[src/rtl/defuz_pkg.sv]
package defuz_pkg;
  // strobes from control to datapath
  typedef struct packed {
    logic clrAcc;
    logic accEn;
    logic divStart;
    logic divStep;
    logic latchOut;
  } dfCtrl_t;
endpackage

[src/rtl/defuz_ctrl.sv]
module defuz_ctrl
  import defuz_pkg::*;
#(
  parameter int OUT_IDX_W = 4,
  parameter int MF_IDX_W  = 4,
  parameter int OUT_W     = 10,
  localparam int STEP_W   = $clog2(OUT_W),
  localparam int ADDR_W   = OUT_IDX_W + MF_IDX_W
) (
  input  logic                 clk,
  input  logic                 rstN,
  input  logic                 start,
  input  logic [OUT_IDX_W-1:0] cfgLastOut,
  input  logic                 tabLast,
  output logic                 rdEn,
  output logic [ADDR_W-1:0]    rdAddr,
  output dfCtrl_t              ctrl,
  output logic [STEP_W-1:0]    stepIdx,
  output logic                 stb,
  output logic [OUT_IDX_W-1:0] outIdx,
  output logic                 newProc,
  output logic                 endProc
);
  typedef enum logic [2:0] {
    S_IDLE, S_FETCH, S_ACC, S_DIVINIT, S_DIVRUN, S_EMIT, S_STBEND
  } dfState_e;

  dfState_e             state;
  logic [OUT_IDX_W-1:0] outCnt;
  logic [OUT_IDX_W-1:0] lastOutQ;
  logic [MF_IDX_W-1:0]  mfIdx;
  logic [STEP_W-1:0]    stepCnt;
  logic                 stbQ;
  logic [OUT_IDX_W-1:0] outIdxQ;
  logic                 npQ;
  logic                 epQ;
  logic                 isLastOut;
  logic                 isPenult;

  assign isLastOut = (outCnt == lastOutQ);
  assign isPenult  = (outCnt == lastOutQ - 1'b1);

  always_comb begin
    ctrl          = '0;
    ctrl.clrAcc   = (state == S_IDLE && start) || (state == S_STBEND && !isLastOut);
    ctrl.accEn    = (state == S_ACC);
    ctrl.divStart = (state == S_DIVINIT);
    ctrl.divStep  = (state == S_DIVRUN);
    ctrl.latchOut = (state == S_EMIT);
  end

  assign rdEn    = (state == S_FETCH);
  assign rdAddr  = {outCnt, mfIdx};
  assign stepIdx = stepCnt;
  assign stb     = stbQ;
  assign outIdx  = outIdxQ;
  assign newProc = npQ;
  assign endProc = epQ;

  always_ff @(posedge clk or negedge rstN) begin
    if (!rstN) begin
      state    <= S_IDLE;
      outCnt   <= '0;
      lastOutQ <= '0;
      mfIdx    <= '0;
      stepCnt  <= '0;
      stbQ     <= 1'b0;
      outIdxQ  <= '0;
      npQ      <= 1'b0;
      epQ      <= 1'b0;
    end else begin
      unique case (state)
        S_IDLE: begin
          if (start) begin
            lastOutQ <= cfgLastOut;
            outCnt   <= '0;
            mfIdx    <= '0;
            npQ      <= 1'b1;
            epQ      <= 1'b1;
            state    <= S_FETCH;
          end
        end
        S_FETCH: state <= S_ACC;
        S_ACC: begin
          if (tabLast || mfIdx == '1) begin
            state <= S_DIVINIT;
          end else begin
            mfIdx <= mfIdx + 1'b1;
            state <= S_FETCH;
          end
        end
        S_DIVINIT: begin
          stepCnt <= STEP_W'(OUT_W - 1);
          state   <= S_DIVRUN;
        end
        S_DIVRUN: begin
          if (stepCnt == '0) state <= S_EMIT;
          else               stepCnt <= stepCnt - 1'b1;
        end
        S_EMIT: begin
          stbQ    <= 1'b1;
          outIdxQ <= outCnt;
          state   <= S_STBEND;
        end
        S_STBEND: begin
          stbQ <= 1'b0;
          if (isLastOut) begin
            npQ   <= 1'b0;
            epQ   <= 1'b0;
            state <= S_IDLE;
          end else begin
            if (isPenult) npQ <= 1'b0;
            outCnt <= outCnt + 1'b1;
            mfIdx  <= '0;
            state  <= S_FETCH;
          end
        end
        default: state <= S_IDLE;
      endcase
    end
  end

  // strobe lasts one clock
  p_stb_single_r5: assert property (@(posedge clk) disable iff (!rstN)
    stbQ |=> !stbQ);
  // index holds between strobes
  p_idx_stable_r6: assert property (@(posedge clk) disable iff (!rstN)
    !stbQ |-> $stable(outIdxQ));
  // newProc never outlives endProc
  p_np_within_ep_r7: assert property (@(posedge clk) disable iff (!rstN)
    !epQ |-> !npQ);
  // newProc only falls as a strobe ends
  p_np_fall_r7: assert property (@(posedge clk) disable iff (!rstN)
    $fell(npQ) |-> $past(stbQ));
  // strobes only inside a run
  p_stb_in_run_r8: assert property (@(posedge clk) disable iff (!rstN)
    stbQ |-> epQ);
endmodule

[src/rtl/defuz_datapath.sv]
module defuz_datapath
  import defuz_pkg::*;
#(
  parameter int AC_W     = 18,
  parameter int AR_W     = 8,
  parameter int OM_W     = 4,
  parameter int MF_IDX_W = 4,
  parameter int OUT_W    = 10,
  localparam int STEP_W  = $clog2(OUT_W),
  localparam int NUM_W   = AC_W + OM_W + MF_IDX_W,
  localparam int DEN_W   = AR_W + OM_W + MF_IDX_W,
  localparam int CMP_W   = ((NUM_W > DEN_W + OUT_W) ? NUM_W : DEN_W + OUT_W) + 1
) (
  input  logic              clk,
  input  logic              rstN,
  input  dfCtrl_t           ctrl,
  input  logic [STEP_W-1:0] stepIdx,
  input  logic [AC_W-1:0]   tabAreaCent,
  input  logic [AR_W-1:0]   tabArea,
  input  logic [OM_W-1:0]   tabOmega,
  output logic [OUT_W-1:0]  outData
);
  logic [NUM_W-1:0] numAcc;
  logic [DEN_W-1:0] denAcc;
  logic [NUM_W-1:0] remQ;
  logic [OUT_W-1:0] quotQ;
  logic             specialQ;
  logic [OUT_W-1:0] dataQ;

  logic [NUM_W-1:0] acProd;
  logic [DEN_W-1:0] arProd;
  logic [CMP_W-1:0] shiftedDen;
  logic             fits;
  logic             satHit;
  logic             denZero;

  assign acProd     = NUM_W'(tabAreaCent) * NUM_W'(tabOmega);
  assign arProd     = DEN_W'(tabArea) * DEN_W'(tabOmega);
  assign shiftedDen = CMP_W'(denAcc) << stepIdx;
  assign fits       = CMP_W'(remQ) >= shiftedDen;
  assign satHit     = CMP_W'(numAcc) >= (CMP_W'(denAcc) << OUT_W);
  assign denZero    = (denAcc == '0);

  // two accumulators side by side
  always_ff @(posedge clk or negedge rstN) begin
    if (!rstN) begin
      numAcc <= '0;
      denAcc <= '0;
    end else if (ctrl.clrAcc) begin
      numAcc <= '0;
      denAcc <= '0;
    end else if (ctrl.accEn) begin
      numAcc <= numAcc + acProd;
      denAcc <= denAcc + arProd;
    end
  end

  // restoring divider, one quotient bit per step, MSB first
  always_ff @(posedge clk or negedge rstN) begin
    if (!rstN) begin
      remQ     <= '0;
      quotQ    <= '0;
      specialQ <= 1'b0;
    end else if (ctrl.divStart) begin
      if (denZero) begin
        quotQ    <= '0;
        specialQ <= 1'b1;
      end else if (satHit) begin
        quotQ    <= '1;
        specialQ <= 1'b1;
      end else begin
        remQ     <= numAcc;
        quotQ    <= '0;
        specialQ <= 1'b0;
      end
    end else if (ctrl.divStep && !specialQ && fits) begin
      remQ           <= remQ - NUM_W'(shiftedDen);
      quotQ[stepIdx] <= 1'b1;
    end
  end

  always_ff @(posedge clk or negedge rstN) begin
    if (!rstN)              dataQ <= '0;
    else if (ctrl.latchOut) dataQ <= quotQ;
  end

  assign outData = dataQ;

  // sums never wrap within one variable
  p_no_overflow_r1: assert property (@(posedge clk) disable iff (!rstN)
    ctrl.accEn |=> (numAcc >= $past(numAcc)) && (denAcc >= $past(denAcc)));
  // empty denominator gives zero
  p_zero_den_r3: assert property (@(posedge clk) disable iff (!rstN)
    (ctrl.divStart && denZero) |=> (quotQ == '0));
  // data holds unless latched
  p_data_stable_r6: assert property (@(posedge clk) disable iff (!rstN)
    !ctrl.latchOut |=> $stable(dataQ));
endmodule

[src/rtl/defuz_cog.sv]
module defuz_cog
  import defuz_pkg::*;
#(
  parameter int OUT_IDX_W = 4,
  parameter int MF_IDX_W  = 4,
  parameter int AC_W      = 18,
  parameter int AR_W      = 8,
  parameter int OM_W      = 4,
  parameter int OUT_W     = 10,
  localparam int STEP_W   = $clog2(OUT_W),
  localparam int ADDR_W   = OUT_IDX_W + MF_IDX_W
) (
  input  logic                 clk,
  input  logic                 rstN,
  input  logic                 start,
  input  logic [OUT_IDX_W-1:0] cfgLastOut,
  output logic                 rdEn,
  output logic [ADDR_W-1:0]    rdAddr,
  input  logic [AC_W-1:0]      tabAreaCent,
  input  logic [AR_W-1:0]      tabArea,
  input  logic [OM_W-1:0]      tabOmega,
  input  logic                 tabLast,
  output logic                 outStb,
  output logic [OUT_W-1:0]     outData,
  output logic [OUT_IDX_W-1:0] outIdx,
  output logic                 newProc,
  output logic                 endProc
);
  dfCtrl_t           ctrl;
  logic [STEP_W-1:0] stepIdx;

  defuz_ctrl #(
    .OUT_IDX_W(OUT_IDX_W), .MF_IDX_W(MF_IDX_W), .OUT_W(OUT_W)
  ) u_ctrl (
    .clk(clk), .rstN(rstN), .start(start), .cfgLastOut(cfgLastOut),
    .tabLast(tabLast), .rdEn(rdEn), .rdAddr(rdAddr), .ctrl(ctrl),
    .stepIdx(stepIdx), .stb(outStb), .outIdx(outIdx),
    .newProc(newProc), .endProc(endProc)
  );

  defuz_datapath #(
    .AC_W(AC_W), .AR_W(AR_W), .OM_W(OM_W), .MF_IDX_W(MF_IDX_W), .OUT_W(OUT_W)
  ) u_dp (
    .clk(clk), .rstN(rstN), .ctrl(ctrl), .stepIdx(stepIdx),
    .tabAreaCent(tabAreaCent), .tabArea(tabArea), .tabOmega(tabOmega),
    .outData(outData)
  );
endmodule

[config.mk]
export PLATFORM = sky130hd
export DESIGN_NAME = defuz_cog
export DESIGN_NICKNAME = d
export VERILOG_FILES = /design/src/rtl/defuz_pkg.sv /design/src/rtl/defuz_ctrl.sv /design/src/rtl/defuz_datapath.sv /design/src/rtl/defuz_cog.sv
export SDC_FILE = /design/constraint.sdc
export NUM_CORES = 1
export LEC_CHECK = 0
export BUFFER_PORTS_ARGS = -buffer_cell sky130_fd_sc_hd__buf_2
export CAP_MARGIN = 20
export CORE_MARGIN = 4
export CORE_UTILIZATION = 45
export CTS_CLUSTER_DIAMETER = 100
export DETAILED_ROUTE_END_ITERATION = 16
export PLACE_DENSITY_LB_ADDON = 0.12
export SLEW_MARGIN = 20
export SYNTH_ARGS = -nofsm -noshare
export SYNTH_HDL_FRONTEND = slang
export SYNTH_SLANG_ARGS = --single-unit
export TNS_END_PERCENT = 50
[constraint.sdc]
create_clock -name clk -period 11.7 [get_ports clk]
set_input_delay 2.34 -clock clk [delete_from_list [all_inputs] [get_ports clk]]
set_output_delay 2.34 -clock clk [all_outputs]
set_load 0.05 [all_outputs]
==> results.cfg <==
[run_status]
status = complete, no violations

[setup_path]
cp_max_fo = 26
cp-end-kind = register
cp.required_ns = 12.01
timing.rr.start = u_ctrl.stepIdx[1]
timing_worst_setup_path_type = in2reg
rr_endpoint = u_dp.remQ[2]
cp-endpoint = u_dp.denAcc[15]
crit_path_start = tabOmega[3]
ff2ff_path_depth = 16
worst-endpoint-arrival_ns = 6.86
regToRegSetupSlack_ns = 6.05
cp-start-kind = input pin

[clock_tree]
clk_pin_slew_ns = 0.06
cts_sinks = 115
hold_buffers = 0
htree_levels = 4
root_buffer = clkbuf_16
clockBufferDepth = 2
cts_resized = 0
cts_tree = built
cts_buffers = 17
postCtsSetupBuffers = 0
clkLatencyLatePin_ns = 0.42

[hold_path]
hold_class = reg2reg

[logic_synthesis]
ys.flop_type = dfrtp_1
synth_edf_count = 0
synth_cells = 1337
synth-seq-area-share_pct = 24.4
synthXorXnorAreaFrac_pct = 3.94
yosysMostFrequentCell = inv_1
synth_fa_ha_area_share_pct = 23.4
async_flop_share_pct = 100
synth_nets = 1551
synth_common_cells = inv_1 (176), nand2_1 (116), dfrtp_1 (115)
synth-warning-count = 0
synthMuxAreaShare_pct = 7.64
syn_area_um2 = 11800
synth_area_leaders = dfrtp_1 (24%), fa_1 (12%), ha_1 (11%)
synth_area_leader_cell = dfrtp_1
synth_top_area_share_pct = 24.4
synthSimpleGateAreaFrac_pct = 17.5
synth-seq-cells = 115
synth_top_family_by_area = adder cells
synth-compound-area-share_pct = 15.7
syn_area_per_cell_um2 = 8.81
synth.distinct_cells = 65

[die]
start_util_pct = 46.2
die_area_um2 = 28800
die_w_um = 170
ios = 64
rows = 58
fp.dieH_um = 170
core_area_um2 = 25500

[placed_design]
placed_cells = 1690
numPortBuffers = 63
gp_congestion = 0.904
hpwl_um = 22700

[sta]
post-route-min-period_ns = 6.55
finalSetupTns_ns = 0
hold_viol = 0
final.setup_skew_ns = 0.0111
maxSlewViolCount = 0
period_share_pct = 56.0
relSlewSlack_pct = 33.9
fmax_mhz = 153
tightest_slew_ns = 0.992
rsz0062_at_grt = no
setup_violations = 0

[drt]
drt_iter0_markers = 575
wl_per_cell_um = 16.7
drc_errors = 0
post_drt_via_cell_ratio = 5.37
drt_pass1_iterations = 5
ant_nets = 0
routed_wl_um = 28800
num_vias = 9237

[cells_and_area]
fillers = 2426
fin_cells = 1721
drive_gt1_share_pct = 12.1
finish.utilization_pct = 50.8
syn_to_final_growth_pct = 9.86
antenna_cells = 0
layout.nets = 1593

[global_routing]
grt_use_met2_pct = 32.5
grt_start_max_net_pins = 68
antenna_found_initial = 0
use_met1_pct = 30.8
use_met3_pct = 2.49
track_usage_pct = 20.7
overflow = 0
grt_pass1_wl_um = 48500
grt_pass1_vias = 9145
busiest_layer = met2

[flow_run]
cap_viol_max_count = 0

[power]
leakage_nw = 6.41
total_power_mw = 3.83
power_density_nw_per_um2 = 296
peakVddDrop_mv = 0.174
## critical path, stage by stage
cell and delay (ns):
buf_2 0.32, nand2_1 0.14, fa_1 0.52, fa_1 0.51
fa_1 0.51, inv_1 0.04, ha_1 0.33, nor2b_1 0.15
o21ai_0 0.18, a21boi_0 0.15, o21ai_0 0.18, nand2b_1 0.11
a31o_2 0.30, a2111oi_0 0.79, nor3_1 0.10, o21a_1 0.20
## logic make-up (layout without fill, tap and decap cells)
logic type / count (synthesis) / after routing
AOI/OAI and AO/OA: 290 / 290
buffers and inverters: 224 / 278
muxes: 67 / 67
DFF: 115 / 115
xor gates and xnor gates: 53 / 53
and+or+nand+nor: 412 / 412
adders and majority gates: 176 / 176
## worst min-delay path by stage
stage	start	end	slack, ns	cells after the start
floorplan	u_dp.quotQ[9]	u_dp.quotQ[9]	0.47	1
global placement	u_ctrl.newProc	u_ctrl.newProc	0.46	1
detailed placement	u_ctrl.newProc	u_ctrl.newProc	0.47	1
CTS	u_ctrl.newProc	u_ctrl.newProc	0.48	1
global route	u_ctrl.newProc	u_ctrl.newProc	0.51	1
finish	u_ctrl.newProc	u_ctrl.newProc	0.48	1
## routing by layer
layer | wire length (um) | vias up
met1 | 14600 | 4409
li1 | - | 4620
met4 | 380 | 0
met2 | 12800 | 187
met5 | 0 | -
met3 | 1090 | 21
## where the power goes
| group | switching, mW | total (mW) | internal (mW) | leakage, nW |
|---|---|---|---|---|
| registers | 0.187 | 0.742 | 0.554 | 1.46 |
| clock network | 0.203 | 0.518 | 0.315 | 0.280 |
| logic | 1.45 | 2.57 | 1.12 | 4.67 |
| total | 1.84 | 3.83 | 1.99 | 6.41 |
## cell type report
class / instances / area, um2 / area share [%]
multi-input cells: 998 / 8020 / 62.0
flip-flops and latches: 115 / 2880 / 22.3
inverters: 176 / 661 / 5.11
clock buffers: 17 / 425 / 3.29
well taps: 330 / 413 / 3.19
repair buffers: 71 / 378 / 2.92
clock inverters: 14 / 155 / 1.20
## layout by cell type (no fill, tap or decap), types with 29 or more instances in the layout
| cell type | instances |
|---|---|
| a21oi_1 | 76 |
| and2_1 | 94 |
| buf_2 | 62 |
| dfrtp_1 | 115 |
| fa_1 | 73 |
| ha_1 | 103 |
| inv_1 | 176 |
| nand2_1 | 116 |
| nand3_1 | 50 |
| nor2_1 | 66 |
| o21ai_0 | 94 |
| xor2_1 | 29 |
## registers in the layout, indices dropped and copies added, names as in the netlist
register	count
u_ctrl.newProc	1
u_ctrl.outCnt	4
u_dp.remQ	26
u_dp.outData	10
u_ctrl.stb	1
u_ctrl.lastOutQ	4
u_ctrl.mfIdx	4
u_dp.specialQ	1
u_ctrl.endProc	1
u_dp.quotQ	10
u_ctrl.state	3
u_ctrl.outIdx	4
u_ctrl.stepIdx	4
u_dp.numAcc	26
u_dp.denAcc	16
## metrics by stage
stage	area [um2]	setup WS, ns	hold slack [ns]
after floorplan	11800	5.20	0.469
after global routing	12900	4.72	0.510
final	12900	5.15	0.477
after CTS	12900	5.16	0.482
after global placement	12400	4.77	0.461
after detailed placement	12400	4.72	0.467
Note: power is estimated with default switching activity, not from simulation.
